$ cat src/rtl/usbep_flag_pkg.sv
// Shared constants and types for the endpoint interrupt flag bank.
// Assumes a seven-bit flag vector per endpoint; bit 7 of each register is reserved.
package usbep_flag_pkg;
    localparam int FLAG_W      = 7;
    localparam int BIT_CPT0    = 0;
    localparam int BIT_CPT1    = 1;
    localparam int BIT_FAIL0   = 2;
    localparam int BIT_FAIL1   = 3;
    localparam int BIT_SETUP   = 4;
    localparam int BIT_STALL0  = 5;
    localparam int BIT_STALL1  = 6;

    typedef logic [FLAG_W-1:0] flag_vec_t;
endpackage

$ cat src/rtl/usbep_bank_steer.sv
// Turns one endpoint's event pulses into a vector of flag-set requests.
// Picks bank 1 for single-bank IN or double-bank with bank 1 active, else bank 0.
// Assumes event inputs are single-cycle pulses from the endpoint engine.
module usbep_bank_steer
    import usbep_flag_pkg::*;
(
    input  logic      is_in,
    input  logic      dual,
    input  logic      cur_bank,
    input  logic      ev_stall,
    input  logic      ev_fail,
    input  logic      ev_cpt,
    input  logic      ev_setup,
    output flag_vec_t set_o
);
    logic use_b1;

    // Select the active bank once for all banked events.
    always_comb use_b1 = dual ? cur_bank : is_in;

    // Route each event to its bank-0 or bank-1 flag bit.
    always_comb begin
        set_o             = '0;
        set_o[BIT_CPT0]   = ev_cpt   & ~use_b1;
        set_o[BIT_CPT1]   = ev_cpt   &  use_b1;
        set_o[BIT_FAIL0]  = ev_fail  & ~use_b1;
        set_o[BIT_FAIL1]  = ev_fail  &  use_b1;
        set_o[BIT_SETUP]  = ev_setup;
        set_o[BIT_STALL0] = ev_stall & ~use_b1;
        set_o[BIT_STALL1] = ev_stall &  use_b1;
    end
endmodule

$ cat src/rtl/usbep_ep_regs.sv
// Flag, enable and interrupt state of one endpoint.
// Flags: write-one-to-clear, hardware set wins over a same-cycle clear.
// Enables: changed through separate set and clear write strobes.
// Interrupt: registered OR of flag AND enable.
// Assumes at most one of the three write strobes is active per cycle.
module usbep_ep_regs
    import usbep_flag_pkg::*;
(
    input  logic       clk,
    input  logic       rst_n,
    input  flag_vec_t  set_i,
    input  logic       flag_wr_i,
    input  logic       en_set_wr_i,
    input  logic       en_clr_wr_i,
    input  logic [7:0] wdata_i,
    output logic [7:0] flag_o,
    output logic [7:0] en_o,
    output logic       irq_o
);
    flag_vec_t flag_q;
    flag_vec_t en_q;
    flag_vec_t clr_mask;
    logic      irq_q;

    // Build the clear mask from a flag-register write.
    always_comb clr_mask = flag_wr_i ? wdata_i[FLAG_W-1:0] : '0;

    // Update flags: clear first, then apply hardware sets so sets win.
    always_ff @(posedge clk) begin
        if (!rst_n) flag_q <= '0;
        else        flag_q <= (flag_q & ~clr_mask) | set_i;
    end

    // Update enables from the set and clear registers.
    always_ff @(posedge clk) begin
        if (!rst_n)           en_q <= '0;
        else if (en_set_wr_i) en_q <= en_q | wdata_i[FLAG_W-1:0];
        else if (en_clr_wr_i) en_q <= en_q & ~wdata_i[FLAG_W-1:0];
    end

    // Register the masked interrupt request.
    always_ff @(posedge clk) begin
        if (!rst_n) irq_q <= 1'b0;
        else        irq_q <= |(flag_q & en_q);
    end

    assign flag_o = {1'b0, flag_q};
    assign en_o   = {1'b0, en_q};
    assign irq_o  = irq_q;


    set_wins_chk: assert property (@(posedge clk) disable iff (!rst_n)
        (set_i != '0) |=> ((flag_q & $past(set_i)) == $past(set_i)));

    wr_clear_chk: assert property (@(posedge clk) disable iff (!rst_n)
        flag_wr_i |=> ((flag_q & $past(wdata_i[FLAG_W-1:0]) & ~$past(set_i)) == '0));

    no_spurious_rise_chk: assert property (@(posedge clk) disable iff (!rst_n)
        ((flag_q & ~$past(flag_q) & ~$past(set_i)) == '0));

    en_set_chk: assert property (@(posedge clk) disable iff (!rst_n)
        en_set_wr_i |=> ((en_q & $past(wdata_i[FLAG_W-1:0])) == $past(wdata_i[FLAG_W-1:0])));

    en_clr_chk: assert property (@(posedge clk) disable iff (!rst_n)
        en_clr_wr_i |=> ((en_q & $past(wdata_i[FLAG_W-1:0])) == '0));

    irq_rise_chk: assert property (@(posedge clk) disable iff (!rst_n)
        (|(flag_q & en_q)) |=> irq_o);

    irq_fall_chk: assert property (@(posedge clk) disable iff (!rst_n)
        !(|(flag_q & en_q)) |=> !irq_o);

    strobe_excl_chk: assert property (@(posedge clk) disable iff (!rst_n)
        $onehot0({flag_wr_i, en_set_wr_i, en_clr_wr_i}));
endmodule

$ cat src/rtl/usbep_addr_dec.sv
// Decodes the byte address into per-endpoint write strobes and muxes read data.
// Each endpoint owns three consecutive bytes at a fixed stride.
// Assumes the register windows of different endpoints do not overlap.
module usbep_addr_dec #(
    parameter int NUM_EP    = 8,
    parameter int ADDR_W    = 12,
    parameter int FLAG_BASE = 'h107,
    parameter int EP_STRIDE = 'h20
) (
    input  logic [ADDR_W-1:0]           addr_i,
    input  logic                        wr_i,
    input  logic [NUM_EP-1:0][7:0]      flag_rd_i,
    input  logic [NUM_EP-1:0][7:0]      en_rd_i,
    output logic [NUM_EP-1:0]           flag_wr_o,
    output logic [NUM_EP-1:0]           enclr_wr_o,
    output logic [NUM_EP-1:0]           enset_wr_o,
    output logic [7:0]                  rdata_o
);
    localparam int ENCLR_BASE = FLAG_BASE + 1;
    localparam int ENSET_BASE = FLAG_BASE + 2;

    logic [NUM_EP-1:0] hit_flag;
    logic [NUM_EP-1:0] hit_enclr;
    logic [NUM_EP-1:0] hit_enset;

    for (genvar g = 0; g < NUM_EP; g++) begin : g_ep
        localparam logic [ADDR_W-1:0] A_FLAG  = ADDR_W'(FLAG_BASE  + g * EP_STRIDE);
        localparam logic [ADDR_W-1:0] A_ENCLR = ADDR_W'(ENCLR_BASE + g * EP_STRIDE);
        localparam logic [ADDR_W-1:0] A_ENSET = ADDR_W'(ENSET_BASE + g * EP_STRIDE);

        // Compare the address against this endpoint's three registers.
        always_comb begin
            hit_flag[g]  = (addr_i == A_FLAG);
            hit_enclr[g] = (addr_i == A_ENCLR);
            hit_enset[g] = (addr_i == A_ENSET);
        end
    end

    assign flag_wr_o  = hit_flag  & {NUM_EP{wr_i}};
    assign enclr_wr_o = hit_enclr & {NUM_EP{wr_i}};
    assign enset_wr_o = hit_enset & {NUM_EP{wr_i}};

    // Return the addressed register, zero for unmapped addresses.
    always_comb begin
        rdata_o = '0;
        for (int i = 0; i < NUM_EP; i++) begin
            if (hit_flag[i])                  rdata_o = rdata_o | flag_rd_i[i];
            if (hit_enclr[i] || hit_enset[i]) rdata_o = rdata_o | en_rd_i[i];
        end
    end
endmodule

$ cat src/rtl/usbep_intflag_bank.sv
// Top of the endpoint interrupt flag bank: one steering unit and one
// register slice per endpoint, sharing a single byte-wide register port.
// Assumes event pulses last one cycle and reads are combinational.
module usbep_intflag_bank
    import usbep_flag_pkg::*;
#(
    parameter int NUM_EP    = 8,
    parameter int ADDR_W    = 12,
    parameter int FLAG_BASE = 'h107,
    parameter int EP_STRIDE = 'h20
) (
    input  logic              clk,
    input  logic              rst_n,
    input  logic [NUM_EP-1:0] ep_is_in,
    input  logic [NUM_EP-1:0] ep_dual,
    input  logic [NUM_EP-1:0] ep_cur_bank,
    input  logic [NUM_EP-1:0] ev_stall,
    input  logic [NUM_EP-1:0] ev_fail,
    input  logic [NUM_EP-1:0] ev_cpt,
    input  logic [NUM_EP-1:0] ev_setup,
    input  logic [ADDR_W-1:0] reg_addr,
    input  logic              reg_wr,
    input  logic [7:0]        reg_wdata,
    output logic [7:0]        reg_rdata,
    output logic [NUM_EP-1:0] irq
);
    logic [NUM_EP-1:0][7:0] flag_rd;
    logic [NUM_EP-1:0][7:0] en_rd;
    logic [NUM_EP-1:0]      flag_wr;
    logic [NUM_EP-1:0]      enclr_wr;
    logic [NUM_EP-1:0]      enset_wr;

    usbep_addr_dec #(
        .NUM_EP    (NUM_EP),
        .ADDR_W    (ADDR_W),
        .FLAG_BASE (FLAG_BASE),
        .EP_STRIDE (EP_STRIDE)
    ) u_dec (
        .addr_i     (reg_addr),
        .wr_i       (reg_wr),
        .flag_rd_i  (flag_rd),
        .en_rd_i    (en_rd),
        .flag_wr_o  (flag_wr),
        .enclr_wr_o (enclr_wr),
        .enset_wr_o (enset_wr),
        .rdata_o    (reg_rdata)
    );

    for (genvar g = 0; g < NUM_EP; g++) begin : g_ep
        flag_vec_t set_vec;

        usbep_bank_steer u_steer (
            .is_in    (ep_is_in[g]),
            .dual     (ep_dual[g]),
            .cur_bank (ep_cur_bank[g]),
            .ev_stall (ev_stall[g]),
            .ev_fail  (ev_fail[g]),
            .ev_cpt   (ev_cpt[g]),
            .ev_setup (ev_setup[g]),
            .set_o    (set_vec)
        );

        usbep_ep_regs u_regs (
            .clk         (clk),
            .rst_n       (rst_n),
            .set_i       (set_vec),
            .flag_wr_i   (flag_wr[g]),
            .en_set_wr_i (enset_wr[g]),
            .en_clr_wr_i (enclr_wr[g]),
            .wdata_i     (reg_wdata),
            .flag_o      (flag_rd[g]),
            .en_o        (en_rd[g]),
            .irq_o       (irq[g])
        );


        stall_bank0_chk: assert property (@(posedge clk) disable iff (!rst_n)
            (ev_stall[g] && (ep_dual[g] ? !ep_cur_bank[g] : !ep_is_in[g]))
            |=> flag_rd[g][BIT_STALL0]);

        stall_bank1_chk: assert property (@(posedge clk) disable iff (!rst_n)
            (ev_stall[g] && (ep_dual[g] ? ep_cur_bank[g] : ep_is_in[g]))
            |=> flag_rd[g][BIT_STALL1]);

        setup_any_bank_chk: assert property (@(posedge clk) disable iff (!rst_n)
            ev_setup[g] |=> flag_rd[g][BIT_SETUP]);

        rsvd_bit_chk: assert property (@(posedge clk) disable iff (!rst_n)
            !flag_rd[g][7] && !en_rd[g][7]);
    end
endmodule

$ cat config.mk
export PLATFORM = sky130hd
export DESIGN_NAME = usbep_intflag_bank
export DESIGN_NICKNAME = d
export VERILOG_FILES = /design/src/rtl/usbep_flag_pkg.sv /design/src/rtl/usbep_bank_steer.sv /design/src/rtl/usbep_ep_regs.sv /design/src/rtl/usbep_addr_dec.sv /design/src/rtl/usbep_intflag_bank.sv
export SDC_FILE = /design/constraint.sdc
export NUM_CORES = 1
export LEC_CHECK = 0
export CORE_ASPECT_RATIO = 1.5
export CORE_UTILIZATION = 50
export CTS_CLUSTER_SIZE = 40
export DETAILED_ROUTE_END_ITERATION = 16
export GPL_TIMING_DRIVEN = 0
export PLACE_DENSITY = 0.77
export SLEW_MARGIN = 20
export SYNTH_ARGS = -nofsm -noshare
export SYNTH_HDL_FRONTEND = slang
export SYNTH_HIERARCHICAL = 1
export SYNTH_SLANG_ARGS = --single-unit
$ cat constraint.sdc
create_clock -name clk -period 2.4 [get_ports clk]
set_clock_uncertainty 0.2 [all_clocks]
set_input_delay 0.36 -clock clk [delete_from_list [all_inputs] [get_ports clk]]
set_output_delay 0.36 -clock clk [all_outputs]
set_load 0.03 [all_outputs]
==> metrics.txt <==
vias in the first global route 6797; global-route usage over all layers 36.3%; Primary FF master, synth sky130_fd_sc_hd__dfxtp_1; RePlAce Congestion 0.994; global-route wire length before repair 36900 um; top achievable clock speed 407 MHz; clock latency at the later pin of the worst-skew pair 0.42 ns; clock tree buffer depth 2; post-route met1 wirelength between 8000 and 9000 um; Leakage roughly 3.3 nW; detail-routed via count per cell 6.49; CP required 1.84 ns; area growth from synthesis to layout 34.8%; run status finished, violations left; number of CTS-inserted buffers 17; Die Width 96.5 um; number of instances in the placed design around 1000; final setup fails 1; Max Used Layer met4; Final Hold Viols 0; Seq/Total Area, Yosys 35.8%; Min-Delay Startpoint rst_n; number of optimization iterations in the first detailed-route pass 6; routed vias about 7000; metal3 WL 2080 um; Yosys Warn Count 6; DRC errors left 0; nature of the critical path startpoint flop; detailed router's first-iteration violation count 637; worst hold endpoint g_ep[0].u_regs/flag_q[2]; cell depth of the worst flop-to-flop path 2; number of antenna violations at the first check in global routing 0; sum of routed wire length over all layers between 20000 and 25000 um; worst hold slack between 0.04 and 0.05 ns; fin. max-slew vios 0; largest net degree at the start of global routing 25; ratio of total power to cell area 602 nW/um^2; layout cells sized above 1 22.6%; end of the worst register-to-register path g_ep[2].u_regs/irq_o; TritonCTS clock tree done; number of standard-cell rows in the floorplan 51; overall die area 13900 um^2; worst path setup slack after routing -0.0559 ns; count of buffers inserted at the top-level ports roughly 80; filler-free cell count of the finished design 1056; post-synth design cell area about 6700 um^2; detailed-routed wire length on met2 12300 um; Async SR Flop Fraction 0%; Std-Cell Core Area 13000 um^2; worst flop-to-flop path startpoint g_ep[2].u_regs/flag_q[4]; number of standard cells after synthesis 754; fraction of the cycle the final worst path needs 102%; total number of H-tree levels 4; critical path start-end classification reg -> out; Starting Density about half; arrival time worst endpoint 1.90 ns; number of clock sinks seen by CTS 120; clk root buf sky130_fd_sc_hd__clkbuf_16; Worst VDD drop 0.000398 V; Setup crit end kind primary output; actual transition at the worst max-transition pin 0.755 ns; routed wire length per instance between 20 and 25 um; Chip Height 144 um; Max Cap Viol 0; number of enable flip-flop cells after synthesis 0; worst hold path stage count 2; violations in the final reports setup timing; total I/O pin count 95; setup slack of the most critical reg-to-reg path between 1 and 1.5 ns; average instance area after synthesis 8.89 um^2; kind of path behind the tightest hold check in -> reg; number of nets with antenna violations after detailed routing 0; synth unique cells 53; unrepaired setup endpoints after global routing yes; min Tclk post-route 2.46 ns; residual overflow from global routing 0; diode count 0; post-CTS clock slew at the launch and capture registers of the worst setup and hold paths 0.06 ns; Net count, final 963; register bit total from synthesis 120; worst slew slack as a fraction of its limit 49.5%; HPWL after detailed placement 16800 um; Critical Path Fanout Max 3
==> kinds of logic (layout without fill, tap and decap cells) <==
family          after synthesis  count (layout)  synth area share [%]
compound gates              319             319                  35.7
buf+inv                      68             203                  6.07
flops                       120             120                  35.8
mux                          44              44                  7.50
other cells                   8              16                 0.448
simple gates                195             195                  14.5
==> stage by stage <==
stage / power, W / cell area [um^2] / TNS, ns / setup slack, ns / util (%)
after floorplan: 0.00248 / 6740 / 0 / 0.0210 / -
after global placement: 0.00276 / 7760 / -84.12 / -1.29 / 59.6
after detailed placement: 0.00278 / 7760 / -95.77 / -1.26 / 59.6
after CTS: 0.00540 / 8880 / -0.109 / -0.0441 / 68.2
after global routing: 0.00558 / 9040 / -0.0397 / -0.0236 / 69.4
final: 0.00544 / 9040 / -0.0559 / -0.0559 / 69.4
==> synth_stat cells (25+ instances only) <==
cell type                  instances  share of area [%]
sky130_fd_sc_hd__dfxtp_1         120                 36
sky130_fd_sc_hd__buf_4            29                3.2
sky130_fd_sc_hd__a21bo_1          56                8.4
sky130_fd_sc_hd__nand2_1          76                4.3
sky130_fd_sc_hd__mux2i_1          28                4.2
sky130_fd_sc_hd__a22oi_1          31                3.5
sky130_fd_sc_hd__nor2_1           26                1.5
sky130_fd_sc_hd__a21oi_1          57                4.3
sky130_fd_sc_hd__and2_1           25                2.3
sky130_fd_sc_hd__o21a_1           56                6.3
sky130_fd_sc_hd__nor2b_1          26                2.4
sky130_fd_sc_hd__a21boi_0         56                6.3
==> cell type report <==
| cell class | count | area [um^2] |
|---|---|---|
| buffer | 51 | 473 |
| clock buffer | 25 | 505 |
| clock inverter | 7 | 90.1 |
| fill | 1017 | 3980 |
| inverter | 15 | 56.3 |
| multi-input combinational | 574 | 4320 |
| sequential | 120 | 2410 |
| tap | 159 | 199 |
| timing repair buffer | 105 | 981 |
==> per-layer routing <==
metal	global-route usage [%]	vias to the layer above
met3	7.35	115
li1	-	3008
met4	22.6	0
met5	0	-
met2	62.0	456
met1	40.4	3276
==> cells in the final DEF (no fill, tap or decap), types with 4 or more instances in the layout <==
cell / n
sky130_fd_sc_hd__a21bo_1: 56
sky130_fd_sc_hd__a21boi_0: 56
sky130_fd_sc_hd__a21oi_1: 57
sky130_fd_sc_hd__a222oi_1: 8
sky130_fd_sc_hd__a22oi_1: 24
sky130_fd_sc_hd__a22oi_2: 7
sky130_fd_sc_hd__a31oi_1: 10
sky130_fd_sc_hd__and2_1: 25
sky130_fd_sc_hd__buf_12: 5
sky130_fd_sc_hd__buf_2: 17
sky130_fd_sc_hd__buf_4: 39
sky130_fd_sc_hd__buf_6: 15
sky130_fd_sc_hd__clkbuf_16: 17
sky130_fd_sc_hd__clkbuf_8: 7
sky130_fd_sc_hd__clkdlybuf4s50_1: 57
sky130_fd_sc_hd__conb_1: 16
sky130_fd_sc_hd__dfxtp_1: 115
sky130_fd_sc_hd__dfxtp_2: 5
sky130_fd_sc_hd__dlygate4sd3_1: 8
sky130_fd_sc_hd__inv_1: 6
sky130_fd_sc_hd__inv_2: 9
sky130_fd_sc_hd__mux2_2: 6
sky130_fd_sc_hd__mux2i_1: 24
sky130_fd_sc_hd__mux2i_2: 9
sky130_fd_sc_hd__nand2_1: 74
sky130_fd_sc_hd__nand3_1: 10
sky130_fd_sc_hd__nor2_1: 22
sky130_fd_sc_hd__nor2b_1: 25
sky130_fd_sc_hd__nor3_2: 6
sky130_fd_sc_hd__o21a_1: 56
sky130_fd_sc_hd__o21ai_0: 4
sky130_fd_sc_hd__o22ai_1: 7
sky130_fd_sc_hd__o32a_1: 5
==> worst max path at each step <==
stage                               to  depth (start not counted)  slack, ns                      from
after floorplan           reg_rdata[4]                          8       0.02               reg_addr[6]
after global placement    reg_rdata[2]                          9      -1.29               reg_addr[7]
after detailed placement  reg_rdata[2]                          9      -1.26               reg_addr[7]
after CTS                 reg_rdata[4]                          6      -0.04               reg_addr[2]
after global routing      reg_rdata[4]                          5      -0.02  g_ep[3].u_regs/flag_q[4]
final                     reg_rdata[4]                          5      -0.06  g_ep[3].u_regs/flag_q[4]
==> timing repair <==
item	in CTS	in global routing
endpoints found under the hold margin	8	0
setup buffers	7	6
cloned	2	0
hold buffers	8	0
setup endpoints to repair	119	39
pin swaps	15	13
resized for setup	161	48
==> critical path, cell delays in order (launching register included) <==
cell and delay [ns]:
sky130_fd_sc_hd__dfxtp_1 0.33, sky130_fd_sc_hd__mux2i_1 0.33, sky130_fd_sc_hd__o32ai_2 0.15, sky130_fd_sc_hd__o31ai_2 0.34, sky130_fd_sc_hd__a31oi_4 0.16, sky130_fd_sc_hd__buf_6 0.17
==> report_power, final <==
part	internal, W	switching (W)	leakage, nW
Combinational	0.000350	0.000353	2.00
Sequential	0.00207	0.0000852	0.982
Clock	0.00166	0.000926	0.289
Total	0.00408	0.00136	3.27
Power figures use the tool's default switching activity.
